## src/rtl/spi_wake_pkg.sv

```systemverilog
package spi_wake_pkg;
    localparam int DATA_W  = 8;
    localparam int ADDR_W  = 2;
    localparam int SYNC_N  = 2;

    localparam logic [ADDR_W-1:0] A_CTRL = 2'd0;
    localparam logic [ADDR_W-1:0] A_STAT = 2'd1;
    localparam logic [ADDR_W-1:0] A_DATA = 2'd2;

    typedef struct packed {
        logic sel_lvl;   // bit 3
        logic sel_soft;  // bit 2
        logic master;    // bit 1
        logic irq_en;    // bit 0
    } ctrl_t;

    typedef struct packed {
        logic resync;    // bit 3
        logic ovr;       // bit 2
        logic modf;      // bit 1
        logic done;      // bit 0
    } stat_t;

    function automatic logic [DATA_W-1:0] widen4(input logic [3:0] v);
        return {{(DATA_W-4){1'b0}}, v};
    endfunction
endpackage

```

## src/rtl/spi_wake_sync.sv

```systemverilog
module spi_wake_sync #(
    parameter int WIDTH  = 3,
    parameter int STAGES = 2
) (
    input  logic             clk,
    input  logic             rst,
    input  logic [WIDTH-1:0] async_i,
    input  logic [WIDTH-1:0] rst_val_i,
    output logic [WIDTH-1:0] sync_o
);
    for (genvar g = 0; g < WIDTH; g++) begin : g_pin
        logic [STAGES-1:0] chain;
        always_ff @(posedge clk) begin
            if (rst) chain <= {STAGES{rst_val_i[g]}};
            else     chain <= {chain[STAGES-2:0], async_i[g]};
        end
        assign sync_o[g] = chain[STAGES-1];
    end
endmodule

```

## src/rtl/spi_wake_shifter.sv

```systemverilog
module spi_wake_shifter #(
    parameter int W = 8
) (
    input  logic         clk,
    input  logic         rst,
    input  logic         sck,
    input  logic         mosi,
    input  logic         active,
    input  logic [W-1:0] tx_data,
    output logic         done_o,
    output logic [W-1:0] byte_o,
    output logic         miso_o
);
    localparam int CW = $clog2(W);
    localparam logic [CW-1:0] LAST = CW'(W - 1);

    logic          sck_q, act_q;
    logic [CW-1:0] cnt;
    logic [W-1:0]  rx_sh, tx_sh;
    logic          rise, fall;

    assign rise   = sck && !sck_q;
    assign fall   = !sck && sck_q;
    assign miso_o = tx_sh[W-1];

    always_ff @(posedge clk) begin
        if (rst) begin
            sck_q  <= 1'b0;
            act_q  <= 1'b0;
            cnt    <= '0;
            rx_sh  <= '0;
            tx_sh  <= '0;
            done_o <= 1'b0;
            byte_o <= '0;
        end else begin
            sck_q  <= sck;
            act_q  <= active;
            done_o <= 1'b0;
            if (!active) begin
                cnt <= '0;
            end else if (!act_q) begin
                cnt   <= '0;
                tx_sh <= tx_data;
            end else if (rise) begin
                rx_sh <= {rx_sh[W-2:0], mosi};
                if (cnt == LAST) begin
                    cnt    <= '0;
                    done_o <= 1'b1;
                    byte_o <= {rx_sh[W-2:0], mosi};
                    tx_sh  <= tx_data;
                end else begin
                    cnt <= cnt + 1'b1;
                end
            end else if (fall && cnt != '0) begin
                tx_sh <= {tx_sh[W-2:0], 1'b0};
            end
        end
    end

    p_done_single_r2: assert property (@(posedge clk) disable iff (rst)
        done_o |=> !done_o);
endmodule

```

## src/rtl/spi_wake_regs.sv

```systemverilog
module spi_wake_regs
    import spi_wake_pkg::*;
(
    input  logic              clk,
    input  logic              rst,
    input  logic              done_i,
    input  logic [DATA_W-1:0] byte_i,
    input  logic              selected_i,
    input  logic              halt_i,
    input  logic              wait_i,
    input  logic [ADDR_W-1:0] addr_i,
    input  logic              wr_i,
    input  logic              rd_i,
    input  logic [DATA_W-1:0] wdata_i,
    output logic [DATA_W-1:0] rdata_o,
    output ctrl_t             ctrl_o,
    output logic [DATA_W-1:0] tx_o,
    output logic              irq_o,
    output logic              wake_o
);
    ctrl_t             ctrl;
    stat_t             st;
    logic [DATA_W-1:0] rx_data, tx_data;
    logic              halt_q, sel_at_halt, armed;

    logic bus_ok, stat_rd, data_rd, ctrl_wr, data_wr;
    logic clr_eo, clr_mf, accept, done_set, ovr_set, modf_set;
    logic halt_entry, halt_exit;

    assign bus_ok     = !halt_i;
    assign stat_rd    = bus_ok && rd_i && addr_i == A_STAT;
    assign data_rd    = bus_ok && rd_i && addr_i == A_DATA;
    assign ctrl_wr    = bus_ok && wr_i && addr_i == A_CTRL;
    assign data_wr    = bus_ok && wr_i && addr_i == A_DATA;
    assign clr_eo     = data_rd && armed;
    assign clr_mf     = ctrl_wr && armed;
    assign accept     = done_i && !st.resync;
    assign done_set   = accept && !st.done;
    assign ovr_set    = accept && st.done;
    assign modf_set   = selected_i && ctrl.master;
    assign halt_entry = halt_i && !halt_q;
    assign halt_exit  = !halt_i && halt_q;

    always_ff @(posedge clk) begin
        if (rst) begin
            ctrl        <= '0;
            st          <= '0;
            rx_data     <= '0;
            tx_data     <= '0;
            halt_q      <= 1'b0;
            sel_at_halt <= 1'b0;
            armed       <= 1'b0;
            wake_o      <= 1'b0;
        end else begin
            halt_q <= halt_i;
            if (halt_entry) sel_at_halt <= selected_i;

            if (ctrl_wr) ctrl <= ctrl_t'(wdata_i[3:0]);
            if (modf_set) ctrl.master <= 1'b0;
            if (data_wr) tx_data <= wdata_i;

            if (accept) st.done <= 1'b1;
            else if (clr_eo) st.done <= 1'b0;
            if (ovr_set) st.ovr <= 1'b1;
            else if (clr_eo) st.ovr <= 1'b0;
            if (modf_set) st.modf <= 1'b1;
            else if (clr_mf) st.modf <= 1'b0;
            if (done_set) rx_data <= byte_i;

            if (halt_exit && !ctrl.master) st.resync <= 1'b1;
            else if (ctrl.master) st.resync <= 1'b0;
            else if (done_i && st.resync) st.resync <= 1'b0;

            if (stat_rd && (st.done || st.ovr || st.modf)) armed <= 1'b1;
            else if (clr_eo || clr_mf) armed <= 1'b0;

            wake_o <= ctrl.irq_en &&
                      ((halt_i && halt_q && sel_at_halt && done_set) ||
                       (!halt_i && wait_i &&
                        (done_set || (ovr_set && !st.ovr) || (modf_set && !st.modf))));
        end
    end

    always_comb begin
        unique case (addr_i)
            A_CTRL:  rdata_o = widen4(ctrl);
            A_STAT:  rdata_o = widen4(st);
            A_DATA:  rdata_o = rx_data;
            default: rdata_o = '0;
        endcase
    end

    assign ctrl_o = ctrl;
    assign tx_o   = tx_data;
    assign irq_o  = ctrl.irq_en && (st.done || st.modf || st.ovr);

    p_ovr_after_done_r4: assert property (@(posedge clk) disable iff (rst)
        $rose(st.ovr) |-> $past(st.done));
    p_modf_drops_master_r6: assert property (@(posedge clk) disable iff (rst)
        $rose(st.modf) |-> !ctrl.master);
    p_halt_ctrl_frozen_r10: assert property (@(posedge clk) disable iff (rst)
        (halt_i && $past(halt_i)) |-> $stable(ctrl.irq_en) && $stable(tx_data));
    p_halt_wake_done_r9: assert property (@(posedge clk) disable iff (rst)
        (wake_o && halt_i && $past(halt_i)) |-> st.done && sel_at_halt);
    p_wake_pulse_r8: assert property (@(posedge clk) disable iff (rst)
        wake_o |=> !wake_o);
endmodule

```

## src/rtl/spi_wake_slave.sv

```systemverilog
module spi_wake_slave
    import spi_wake_pkg::*;
(
    input  logic              clk,
    input  logic              rst,
    input  logic              sck_i,
    input  logic              mosi_i,
    input  logic              ss_n_i,
    output logic              miso_o,
    input  logic              halt_i,
    input  logic              wait_i,
    input  logic [ADDR_W-1:0] reg_addr_i,
    input  logic              reg_wr_i,
    input  logic              reg_rd_i,
    input  logic [DATA_W-1:0] reg_wdata_i,
    output logic [DATA_W-1:0] reg_rdata_o,
    output logic              irq_o,
    output logic              wake_o
);
    logic [2:0]        pins_s;
    logic              sck_s, mosi_s, ssn_s, selected, done;
    logic [DATA_W-1:0] rx_byte, tx_byte;
    ctrl_t             ctrl;

    spi_wake_sync #(.WIDTH(3), .STAGES(SYNC_N)) u_sync (
        .clk      (clk),
        .rst      (rst),
        .async_i  ({ss_n_i, mosi_i, sck_i}),
        .rst_val_i(3'b100),
        .sync_o   (pins_s)
    );
    assign {ssn_s, mosi_s, sck_s} = pins_s;

    assign selected = ctrl.sel_soft ? !ctrl.sel_lvl : !ssn_s;

    spi_wake_shifter #(.W(DATA_W)) u_shift (
        .clk    (clk),
        .rst    (rst),
        .sck    (sck_s),
        .mosi   (mosi_s),
        .active (selected && !ctrl.master),
        .tx_data(tx_byte),
        .done_o (done),
        .byte_o (rx_byte),
        .miso_o (miso_o)
    );

    spi_wake_regs u_regs (
        .clk       (clk),
        .rst       (rst),
        .done_i    (done),
        .byte_i    (rx_byte),
        .selected_i(selected),
        .halt_i    (halt_i),
        .wait_i    (wait_i),
        .addr_i    (reg_addr_i),
        .wr_i      (reg_wr_i),
        .rd_i      (reg_rd_i),
        .wdata_i   (reg_wdata_i),
        .rdata_o   (reg_rdata_o),
        .ctrl_o    (ctrl),
        .tx_o      (tx_byte),
        .irq_o     (irq_o),
        .wake_o    (wake_o)
    );

    p_irq_needs_enable_r5: assert property (@(posedge clk) disable iff (rst)
        irq_o |-> ctrl.irq_en);
endmodule

```

## config.mk

```make
export PLATFORM = sky130hd
export DESIGN_NAME = spi_wake_slave
export DESIGN_NICKNAME = d
export VERILOG_FILES = /design/src/rtl/spi_wake_pkg.sv /design/src/rtl/spi_wake_sync.sv /design/src/rtl/spi_wake_shifter.sv /design/src/rtl/spi_wake_regs.sv /design/src/rtl/spi_wake_slave.sv
export SDC_FILE = /design/constraint.sdc
export NUM_CORES = 1
export LEC_CHECK = 0
export ABC_AREA = 1
export ABC_CLOCK_PERIOD_IN_PS = 3050
export CAP_MARGIN = 20
export CORE_MARGIN = 3
export CORE_UTILIZATION = 30
export DETAILED_ROUTE_END_ITERATION = 16
export SYNTH_ARGS = -nofsm -noshare
export SYNTH_HDL_FRONTEND = slang
export SYNTH_HIERARCHICAL = 1
export SYNTH_SLANG_ARGS = --single-unit
export TNS_END_PERCENT = 10
```

## constraint.sdc

```tcl
create_clock -name clk -period 3.05 [get_ports clk]
set_input_delay 0.305 -clock clk [delete_from_list [all_inputs] [get_ports clk]]
set_output_delay 0.305 -clock clk [all_outputs]
set_load 0.01 [all_outputs]
```

## After elaboration in Yosys (flattened, before gate mapping)

Index checks and enable logic that the tools add are counted.
Widths: inputs -> output; s select.

- Register bits: 63
- Output and inout bits: 11
- Bits of input ports: 19

- Bitwise gates (word level): 3
- Equal/unequal tests: 5
- Reduce and logical (&&, ||, !) cells: 62
- Mux-type cells: 18
- $add $sub $neg: 1

Operators by type and width:

| kind | number |
|---|---|
| $mux 8 | 4 |
| $logic_and 1x1->1 | 30 |
| $pmux 8 s3 | 1 |
| $mux 1 | 12 |
| $logic_not 1->1 | 11 |
| $logic_or 1x1->1 | 8 |
| $reduce_bool 2->1 | 4 |
| $ne 3x3->1 const B | 2 |
| $reduce_and 3->1 | 2 |
| $reduce_bool 3->1 | 2 |
| $reduce_and 4->1 | 1 |
| $reduce_or 4->1 | 1 |
| $add 3x1->3 const B | 1 |
| $eq 3x3->1 const B | 1 |
| $mux 3 | 1 |
| $not 1->1 | 3 |
| $reduce_or 3->1 | 1 |
| $eq 2x1->1 const B | 1 |
| $eq 2x2->1 const B | 1 |
| $logic_not 2->1 | 1 |
| $reduce_or 2->1 | 1 |

## Longest topological paths before layout

Gate-level depths: netlist of the first run.

- Depth in word-level cells: 9
- Depth in mapped cells: 10
- Mapped depth without buffers: 10

## By module

Netlist of the first run, hierarchy kept.

Modules (own cells, without submodules):

| module | times used | seq. area each (um^2) | cells each | area each (um^2) |
|---|---|---|---|---|
| spi_wake_regs | 1 | 560.5 | 162 | 1266.2 |
| spi_wake_shifter | 1 | 580.6 | 168 | 1214.9 |
| spi_wake_sync | 1 | 120.1 | 25 | 202.7 |
| spi_wake_slave | 1 | 0.0 | 8 | 37.5 |

## Worst setup path after synthesis of the first run

No wires, ideal clock.

- Path type: flip-flop to flip-flop
- From: register u_shift.cnt[0]
- To: register u_shift.tx_sh[5]
- Period minus slack after synthesis: 1.414 ns
- Data arrival time: 1.302 ns
- Stages on the path, launching flop included: 10
- Path slack: 1.636 ns
- Cell sequence: dfxtp_1 > ha_1 > ha_1 > inv_1 > nand4_1 > nand3_2 > buf_6 > nand2_1 > nand2_1 > nor2_1

- Word-level cells in the longest chain between the ends: 4

Ends and longest elaborated chain:

| what | RTL line | source |
|---|---|---|
| start, declared | spi_wake_shifter.sv:18 | `logic [CW-1:0] cnt;` |
| start signal, assigned | spi_wake_shifter.sv:52 | `cnt <= cnt + 1'b1;` |
| $reduce_bool 3->1 | spi_wake_shifter.sv:54 | `end else if (fall && cnt != '0) begin` |
| $logic_and 1x1->1 | spi_wake_shifter.sv:54 |  |
| $ne 3x3->1 (no line) | -- |  |
| $reduce_and 3->1 (no line) * | -- |  |
| end signal, assigned | spi_wake_shifter.sv:43 | `tx_sh <= tx_data;` |
| end signal, assigned | spi_wake_shifter.sv:50 | `tx_sh <= tx_data;` |
| end signal, assigned | spi_wake_shifter.sv:55 | `tx_sh <= {tx_sh[W-2:0], 1'b0};` |
| end, declared | spi_wake_shifter.sv:19 | `logic [W-1:0] rx_sh, tx_sh;` |

Every way passes the cells marked *; elsewhere a longest branch is shown, timed or not.
A chain may end at the register's enable or synchronous reset.

## Worst setup path in the final report of the first run

- From: input reg_addr_i[1]
- To: output reg_rdata_o[1]

- Word-level cells in the longest chain between the ends: 2

Ends and longest elaborated chain:

| what | RTL line | source |
|---|---|---|
| start, declared | spi_wake_slave.sv:12 | `input logic [ADDR_W-1:0] reg_addr_i,` |
| $eq 2x2->1, or another cell as far along | spi_wake_regs.sv:85 | `unique case (addr_i)` |
| $pmux 8 s3 * | spi_wake_regs.sv:85 |  |
| end, declared | spi_wake_slave.sv:16 | `output logic [DATA_W-1:0] reg_rdata_o,` |

Marks and branches as above.

==> results of run 1 <==
## state kept, by name, indices dropped and copies added, names as in the netlist
register / flops
u_regs/tx_o: 8
u_regs/sel_at_halt: 1
u_shift/sck_q: 1
u_regs/wake_o: 1
u_shift/cnt: 3
u_shift/rx_sh: 7
u_shift/byte_o: 8
u_regs/ctrl_o: 4
u_regs/halt_q: 1
u_regs/armed: 1
u_regs/rx_data: 8
u_shift/act_q: 1
u_shift/tx_sh: 8
u_regs/st: 4
u_sync/g_pin.chain: 6
u_shift/done_o: 1
## metal layers
metal | global-route usage, % | up-vias | part of all wire [%]
met3 | 3.86 | 4 | 4.9
met1 | 15.2 | 979 | 50
met2 | 16.9 | 43 | 43
li1 | - | 1212 | -
met4 | 4.50 | 0 | 1.4
met5 | 0 | - | 0
## metrics by stage
stage	hold WS (ns)	setup WS, ns	power [mW]	instances	cell area, µm²
after global placement	0.403	0.957	1.05	490	3060
after detailed placement	0.406	0.886	1.05	490	3060
after CTS	0.423	0.874	1.83	506	3270
after floorplan	0.374	1.64	1.00	364	2730
after global routing	0.465	0.829	1.89	506	3270
final	0.420	0.910	1.81	506	3270
## final cells by class
| type | count | area (µm²) | share of cell area [%] |
|---|---|---|---|
| well taps | 108 | 135 | 4.13 |
| clock inverters | 6 | 85.1 | 2.60 |
| flip-flops and latches | 63 | 1260 | 38.5 |
| repair buffers | 30 | 298 | 9.09 |
| clock buffers | 10 | 128 | 3.90 |
| multi-input cells | 243 | 1190 | 36.4 |
| inverters | 46 | 176 | 5.39 |
## worst max-delay path: cells and delay by family
family          cells  cell delay, ns
compound gates      1            0.22
simple gates        1            0.14
buf+inv             2            1.18
## final timing paths
| check | start | end | slack, ns | depth (start not counted) |
|---|---|---|---|---|
| worst min-delay path | u_sync/g_pin[2].chain[0]$_DFF_P_ | u_sync/g_pin[2].chain[1]$_DFF_P_ | 0.42 | 2 |
| worst max-delay path | reg_addr_i[1] | reg_rdata_o[1] | 0.91 | 4 |
| worst min register to register | u_sync/g_pin[2].chain[0]$_DFF_P_ | u_sync/g_pin[2].chain[1]$_DFF_P_ | 0.42 | 2 |
| worst max register to register | u_regs/ctrl_o[2]$_SDFFE_PP0N_ | u_shift/byte_o[5]$_SDFFE_PP0P_ | 1.39 | 10 |
## cells in the final DEF (no fill, tap or decap), drive strengths merged
cell	n
a211oi	2
a21oi	31
a31oi	1
buf	1
bufinv	2
clkbuf	10
clkdlybuf4s50	29
clkinv	3
clkinvlp	2
conb	3
dfxtp	63
ha	3
inv	45
nand2	93
nand3	25
nand3b	2
nand4	3
nor2	48
nor3b	1
o21ai	26
o221ai	4
o22ai	1
## power by group through the flow
stage	combinational [mW]	sequential [mW]	clock, mW
5_1_grt	0.182	0.874	0.838
6_report	0.159	0.870	0.777
3_5_place_dp	0.159	0.889	0
4_1_cts	0.160	0.870	0.799
2_1_floorplan	0.120	0.883	0
3_3_place_gp	0.158	0.888	0
## kinds of logic after synthesis
kind of cell	count (synthesis)	share of synthesized area, %
fa+ha+maj	3	1.38
simple gates	172	28.6
buf+inv	58	10.0
other cells	2	0.276
compound gates	65	13.3
flops	63	46.3
==> summary.md, run 1 <==
| Metric | Value |
|---|---|
| Htree depth | `3` |
| P_int | `around 1.4 mW` |
| Max Fclk | `approximately 0.47 GHz` |
| Lkg Pwr | `1.31 nW` |
| Die Y | `~100 µm` |
| CTS max path bufs | `2` |
| Status | `finished, final reports clean` |
| Initial antenna violation count | `0` |
| Combinational Power Share | `~8.8%` |
| Worst Setup Start Kind | `input pin` |
| CTS sink cnt | `63` |
| Antenna Nets Post-Route | `0` |
| Final Hold Viols | `0` |
| # Max-Cap Violations | `0` |
| Post-synth top area cell | `dfxtp_1` |
| Worst slew pin tran | `0.672 ns` |
| Final period util | `a little over two thirds` |
| Ys flop type | `dfxtp_1` |
| Setup Viol. Count Final | `0` |
| Cells along the critical path | `clkdlybuf4s50_1 -> nand2_4 -> o221ai_1 -> clkdlybuf4s50_1` |
| Vias in the first global route | `around 2100` |
| Via/cell ratio | `4.42` |
| Vias | `2238` |
| Setup_tns | `0 ns` |
| Async S/R FF share, synth | `0%` |
| Clock network fraction of total power | `43.0%` |
| Skew-Pair Late Insertion Delay | `roughly 0.33 ns` |
| Unrepaired setup endpoints after global routing | `false` |
| Fillers | `922` |
| Most frequent cell after synthesis | `nand2_1` |
| Final Max Tran Viols | `0` |
| Final Critical Period | `roughly 2.1 ns` |
| Grt ovf | `0` |
| First-pass GRT wire length | `roughly 9400 µm` |
| Drt wl/cell | `roughly 11 µm` |
| Horiz. Die Dim | `a little over 100 µm` |
| CORE AREA | `about 9000 µm²` |
| Root Buffer | `clkbuf_8` |
| # nets final | `about 420` |
| Routed WL | `approximately 5400 µm` |
| Rows | `34` |
| Total I/O pin count | `30` |
| Core Util, Final | `between 30% and 40%` |
| CP most frequent cell | `clkdlybuf4s50_1` |
| Total GRT Usage | `~11%` |
| Top cells by count, synth | `85 x nand2_1, 63 x dfxtp_1, 43 x nor2_1` |
| Clk_skew | `approximately 0.011 ns` |
| Critical-path top delay cell | `clkdlybuf4s50_1` |
| Drt pass-1 iters | `4` |
| EDFF count, synth | `0` |
| PortBufs | `29` |
| Synth top area share | `a little under half` |
| Worst Setup End Kind | `primary output` |
| Die area | `between 10000 and 15000 µm²` |
| CTS tree | `yes` |
| Critical path data required time | `around 2.7 ns` |
| Cell variety after synth | `32` |
| Clk pin slew, worst setup/hold paths | `about 0.06 ns` |
| Max stage delay on crit path | `approximately 0.6 ns` |
| Antenna Cells | `0` |
| Layout cells sized above 1 | `roughly 11%` |
| Hold/Removal Path Class | `reg -> reg` |
| Register bit count reported by yosys | `63` |
| # resized after CTS | `0` |
| DRC viols | `0` |
| Cts bufs inserted | `9` |
| Share of power burned in registers | `around 48%` |
| Critical path class | `in -> out` |
| Largest net degree at the start of global routing | `28` |
| Sw frac | `24.0%` |
| DRT iter0 DRCs | `89` |
| Synthesized cell area | `~2700 µm²` |
| Detail Placement HPWL | `3890 µm` |
| Gate Count Post-Synth | `363` |
| Synth Warn # | `6` |
| Hold Buf Count CTS | `0` |
| Slew headroom | `between 50% and 60%` |
| Critical path arrival | `1.83 ns` |
| Register area share after synthesis | `between 40% and 50%` |
| Avg Inst Size Synth | `approximately 7.5 µm²` |
| Initial Util | `31.1%` |
| Net Sw Power | `around 0.43 mW` |
| Largest fanout on the critical path | `9` |
| Post-CTS setup buffer count | `0` |
| VDD IR max | `193 µV` |
| Synth area leaders | `dfxtp_1 46%, nand2_1 12%, nor2_1 5.9%, inv_1 5.5%, a21oi_1 5.0%` |
| PD cells | `between 500 and 600 nW/µm²` |
| Final GP Congestion | `0.818` |
| Area Overhead vs Synth | `20.3%` |
Power figures use the tool's default switching activity.
==> run 2, diff against run 1 <==
--- a/config.mk
+++ b/config.mk
@@ -6,7 +6,7 @@
 export NUM_CORES = 1
 export LEC_CHECK = 0
 export ABC_AREA = 1
-export ABC_CLOCK_PERIOD_IN_PS = 3050
+export ABC_CLOCK_PERIOD_IN_PS = 2050
 export CAP_MARGIN = 20
 export CORE_MARGIN = 3
 export CORE_UTILIZATION = 30
==> constraint.sdc (replaced) <==
create_clock -name clk -period 2.05 [get_ports clk]
set_input_delay 0.205 -clock clk [delete_from_list [all_inputs] [get_ports clk]]
set_output_delay 0.205 -clock clk [all_outputs]
set_load 0.01 [all_outputs]
==> run 2 against run 1 <==
  * Sequential power increased by 48%
  * Clock skew is 0.0010 ns lower
  * Largest cell class unchanged
  * Setup slack got worse by 0.79 ns
  * Critical endpoint is now reg_rdata_o[3]
==> summary.md, run 2 (same netlist as run 1, synthesis figures left out) <==
| Metric | Value |
|---|---|
| First-pass GRT wire length | `between 9000 and 10000 µm` |
| Die area | `10200 µm²` |
| Setup Viol. Count Final | `0` |
| Final period util | `between 90 and 100%` |
| Lkg Pwr | `roughly 1.3 nW` |
| Clk pin slew, worst setup/hold paths | `0.06 ns` |
| Final Hold Viols | `0` |
| Cts bufs inserted | `9` |
| Register Area | `between 1000 and 1500 µm²` |
| Drt wl/cell | `~11 µm` |
| Post-CTS setup buffer count | `0` |
| Worst Setup Start Kind | `input pin` |
| Vias | `about 2200` |
| Clk_skew | `0.0103 ns` |
| Detail Placement HPWL | `between 4000 and 5000 µm` |
| Max Fclk | `about 0.52 GHz` |
| Sw frac | `24.0%` |
| Hold_ws | `~0.41 ns` |
| Status | `finished, final reports clean` |
| CORE AREA | `between 8000 and 9000 µm²` |
| DP Area | `approximately 3100 µm²` |
| Htree depth | `3` |
| Total I/O pin count | `30` |
| Multi-input combinational cell area | `~1200 µm²` |
| Root Buffer | `clkbuf_8` |
| CTS tree | `yes` |
| # Max-Cap Violations | `0` |
| Skew-Pair Late Insertion Delay | `~0.34 ns` |
| Largest net degree at the start of global routing | `28` |
| DRT iter0 DRCs | `just under 90` |
| Final cell count without fillers | `509` |
| Final GP Congestion | `between 0.8 and 0.9` |
| DP Cell Count | `between 400 and 500` |
| CTS sink cnt | `63` |
| # resized after CTS | `0` |
| Unrepaired setup endpoints after global routing | `false` |
| Vias in the first global route | `around 2100` |
| Area Overhead vs Synth | `21.3%` |
| Rows | `34` |
| CTS max path bufs | `2` |
| Initial Util | `around 31%` |
| Fillers | `just over 900` |
| Antenna Nets Post-Route | `0` |
| Initial antenna violation count | `0` |
| # nets final | `roughly 420` |
| VDD IR max | `~270 µV` |
| Die Y | `just over 100 µm` |
| Largest fanout on the critical path | `5` |
| Final Critical Period | `1.93 ns` |
| Clock network fraction of total power | `between 40% and 50%` |
| Layout cells sized above 1 | `12.0%` |
| Drt pass-1 iters | `4` |
| Total GRT Usage | `11.9%` |
| Final Max Tran Viols | `0` |
| Share of power burned in registers | `49.6%` |
| Net Sw Power | `0.626 mW` |
| Grt ovf | `0` |
| Non-Filler Cell Area, Final | `about 3300 µm²` |
| Hold/Removal Path Class | `in -> reg` |
| Worst Setup End Kind | `primary output` |
| Combinational Power Share | `9.4%` |
| Critical path arrival | `between 1.5 and 2 ns` |
| Antenna Cells | `0` |
| Horiz. Die Dim | `between 100 and 150 µm` |
| Routed WL | `~5600 µm` |
| Hold Buf Count CTS | `0` |
| Commonest non-fill, non-tap cell in the layout | `nand2_1` |
| Worst R2R Path Depth | `10` |
| DRC viols | `0` |
| PortBufs | `29` |
| Via/cell ratio | `~4.4` |
| Hold Path Depth | `3` |
| PD cells | `791 nW/µm²` |
| Critical path data required time | `roughly 1.9 ns` |
| P_int | `between 1.5 and 2 mW` |
| Critical path class | `in -> out` |
| Setup_tns | `0 ns` |
| Highest-count cells in the layout ignoring fill and taps | `85 x nand2_1, 63 x dfxtp_1, 43 x nor2_1, 40 x inv_1, 29 x clkdlybuf4s50_1` |
run 2: worst max-delay path, stage by stage:
cell	delay [ns]
clkdlybuf4s50_1	0.57
nand2_1	0.16
o221ai_1	0.22
clkdlybuf4s50_1	0.57
run 2: final cells by class:
class,instances,area share [%]
clock buffer,11,4.59
timing repair buffer,34,10.3
multi-input combinational,243,36.1
sequential,63,38.2
tap,108,4.09
clock inverter,4,1.36
inverter,46,5.34
run 2: final timing paths:
path,slack [ns],from,end
max reg2reg,0.39,u_regs/ctrl_o[2]$_SDFFE_PP0N_,u_shift/byte_o[3]$_SDFFE_PP0P_
max,0.12,reg_addr_i[0],reg_rdata_o[3]
min,0.41,sck_i,u_sync/g_pin[0].chain[0]$_DFF_P_
min reg2reg,0.42,u_sync/g_pin[1].chain[0]$_DFF_P_,u_sync/g_pin[1].chain[1]$_DFF_P_
run 2: layer usage:
metal  global-route usage (%)  up-vias  routed length (µm)
met3                     4.68       13                 310
met5                        0        -                   0
li1                         -     1220                   -
met1                     15.0      965                2730
met4                     7.16        0                 149
met2                     17.1       45                2360
run 2: power groups by stage:
stage	sequential (mW)	clock, mW	combinational (mW)
after floorplan	1.31	0	0.178
after global placement	1.32	0	0.244
after detailed placement	1.32	0	0.247
after CTS	1.29	1.11	0.248
after global routing	1.30	1.16	0.282
final	1.29	1.07	0.246
run 2: per-stage QoR:
step           util [%]  total power, mW  setup WS, ns
6_report           37.7             2.61         0.124
5_1_grt            37.7             2.74        0.0307
4_1_cts            37.7             2.65         0.117
3_5_place_dp       35.4             1.57         0.119
3_3_place_gp       35.4             1.57         0.158
2_1_floorplan         -             1.49         0.636
==> run 3, diff against run 2 <==
--- a/config.mk
+++ b/config.mk
@@ -11,6 +11,7 @@
 export CORE_MARGIN = 3
 export CORE_UTILIZATION = 30
 export DETAILED_ROUTE_END_ITERATION = 16
+export RECOVER_POWER = 100
 export SYNTH_ARGS = -nofsm -noshare
 export SYNTH_HDL_FRONTEND = slang
 export SYNTH_HIERARCHICAL = 1
==> run 3 against run 2 <==
  * Sequential power is essentially flat
  * Fmax shrank 0.76%
  * Combinational power shrank 4%
  * First-iteration DRC count shrank 10%
  * Setup slack lost 0.015 ns
  * Flip-flop and latch count is the same
  * Critical path type unchanged
  * Largest cell class unchanged
==> summary.md, run 3 (same netlist as run 1, synthesis figures left out) <==
| Metric | Value |
|---|---|
| PD cells | `about 800 nW/µm²` |
| Layout cells sized above 1 | `8.98%` |
| Status | `finished, final reports clean` |
| Share of power burned in registers | `about half` |
| Initial antenna violation count | `0` |
| Final Critical Period | `about 1.9 ns` |
| # Max-Cap Violations | `0` |
| CORE AREA | `approximately 8800 µm²` |
| Hold Path Depth | `3` |
| Worst Setup End Kind | `primary output` |
| Drt wl/cell | `10.9 µm` |
| Drt pass-1 iters | `4` |
| Horiz. Die Dim | `just over 100 µm` |
| Critical path data required time | `about 1.9 ns` |
| Worst R2R Setup Slack | `0.29 ns` |
| Max Fclk | `0.515 GHz` |
| Detail Placement HPWL | `4020 µm` |
| # resized after CTS | `0` |
| Register Area | `1260 µm²` |
| Antenna Cells | `0` |
| Hold Buf Count CTS | `0` |
| CP delay by family, top | `buffers and inverters` |
| Via/cell ratio | `4.37` |
| Die Y | `slightly above 100 µm` |
| Net Sw Power | `roughly 0.62 mW` |
| Final Hold Viols | `0` |
| Cts bufs inserted | `9` |
| Total power | `~2.6 mW` |
| # nets final | `~420` |
| Slew headroom | `between 60% and 70%` |
| P_int | `about 2.0 mW` |
| Total GRT Usage | `about an eighth` |
| RR Endpoint | `u_shift/byte_o[7]$_SDFFE_PP0P_` |
| Sw frac | `23.9%` |
| Worst Setup Start Kind | `input pin` |
| Final GP Congestion | `~0.8` |
| Unrepaired setup endpoints after global routing | `false` |
| Vias in the first global route | `2117` |
| End of the worst hold path | `u_sync/g_pin[0].chain[0]$_DFF_P_` |
| Htree depth | `3` |
| Max stage delay on crit path | `around 0.62 ns` |
| DP Area | `a little over 3000 µm²` |
| Clk pin slew, worst setup/hold paths | `around 0.06 ns` |
| Skew-Pair Late Insertion Delay | `approximately 0.34 ns` |
| Die area | `~10000 µm²` |
| Area Overhead vs Synth | `19.9%` |
| Setup WS post-layout | `~0.11 ns` |
| Commonest non-fill, non-tap cell in the layout | `nand2_1` |
| Combinational Power Share | `9.1%` |
| Critical path class | `in -> out` |
| Clk_skew | `approximately 0.011 ns` |
| Post-CTS setup buffer count | `0` |
| Worst path bufs/invs | `2` |
| Fillers | `approximately 930` |
| First-pass GRT wire length | `~9600 µm` |
| Setup_tns | `0 ns` |
| CTS max path bufs | `2` |
| Initial Util | `31.1%` |
| Antenna Nets Post-Route | `0` |
| Highest-count cells in the layout ignoring fill and taps | `87 x nand2_1, 63 x dfxtp_1, 46 x nor2_1, 43 x inv_1, 27 x a21oi_1` |
| Total I/O pin count | `30` |
| Routed WL | `5550 µm` |
| CTS sink cnt | `63` |
| CTS tree | `yes` |
| Hold_ws | `just over 0.4 ns` |
| Lkg Pwr | `around 1.3 nW` |
| Multi-input combinational cell area | `roughly 1200 µm²` |
| DRC viols | `0` |
| Grt ovf | `0` |
| Cells along the critical path | `clkdlybuf4s50_1 -> nor2_1 -> nand2_1 -> o221ai_1 -> dlygate4sd3_1` |
| Setup Viol. Count Final | `0` |
| Dpl ws | `between 0.1 and 0.15 ns` |
| Worst slew pin tran | `0.592 ns` |
| Non-Filler Cell Area, Final | `3260 µm²` |
| Largest fanout on the critical path | `5` |
| DRT iter0 DRCs | `between 70 and 80` |
| Worst hold start | `sck_i` |
| VDD IR max | `roughly 270 µV` |
| Critical-path top delay cell | `dlygate4sd3_1` |
| Worst r2r src | `u_regs/ctrl_o[2]$_SDFFE_PP0N_` |
| Worst R2R Path Depth | `9` |
| Largest net degree at the start of global routing | `28` |
| Rows | `34` |
| Root Buffer | `clkbuf_8` |
| Clock network fraction of total power | `41.1%` |
| Critical path arrival | `~1.7 ns` |
| Vias | `~2200` |
| PortBufs | `29` |
| Hold/Removal Path Class | `in -> reg` |
| Final period util | `between 90% and 100%` |
| Final Max Tran Viols | `0` |
run 3: changes by cell type in the layout (fill, tap and decap cells not counted), moves of 3 or more:
cell	previous run	this run
buf_4	4	1
clkbuf_1	0	3
clkdlybuf4s50_1	29	20
dlygate4sd3_1	0	9
inv_2	4	1
nor2_1	43	46
inv_1	40	43
run 3: cell type report:
type                            count  share of cell area [%]
Clock buffer                       11                    4.64
Clock inverter                      4                    1.38
Inverter                           46                    5.41
Multi-Input combinational cell    243                    35.7
Sequential cell                    63                    38.7
Tap cell                          108                    4.14
Timing Repair Buffer               34                    10.1
run 3: metrics by stage:
stage / utilization [%] / instances
after CTS: 37.7 / 509
final: 37.2 / 509
after floorplan: - / 364
after global routing: 37.2 / 509
after detailed placement: 35.4 / 494
after global placement: 35.4 / 494
run 3: power by group through the flow:
stage	Sequential (mW)	Clock, mW	Combinational, mW
after floorplan	1.31	0	0.178
after global placement	1.32	0	0.244
after detailed placement	1.32	0	0.247
after CTS	1.29	1.11	0.248
after global routing	1.30	1.16	0.271
final	1.29	1.07	0.235
run 3: worst max-delay path by stage:
stage	slack (ns)	depth (start not counted)	endpoint	startpoint
detailed placement	0.12	4	reg_rdata_o[3]	reg_addr_i[0]
finish	0.11	5	reg_rdata_o[2]	reg_addr_i[1]
global placement	0.16	4	reg_rdata_o[1]	reg_addr_i[1]
floorplan	0.64	9	u_shift/tx_sh[5]$_SDFFE_PP0P_	u_shift/cnt[0]$_SDFFE_PP0P_
CTS	0.12	4	reg_rdata_o[0]	reg_addr_i[1]
global route	0.03	5	reg_rdata_o[1]	reg_addr_i[1]
run 3: layer usage:
metal	wire, µm	GRT usage [%]	up-vias
met3	323	4.68	12
met5	0	0	-
met1	2740	15.0	957
met4	134	7.16	0
li1	-	-	1216
met2	2350	17.1	41
run 3: worst register-to-register path, cell delays in order (launching register included):
cell     delay, ns
dfxtp_1       0.39
inv_1         0.06
nand2_1       0.07
nand2_2       0.05
nor2_1        0.31
nand4_2       0.29
nor2_4        0.19
inv_1         0.14
nor2_1        0.11
nor2_1        0.05
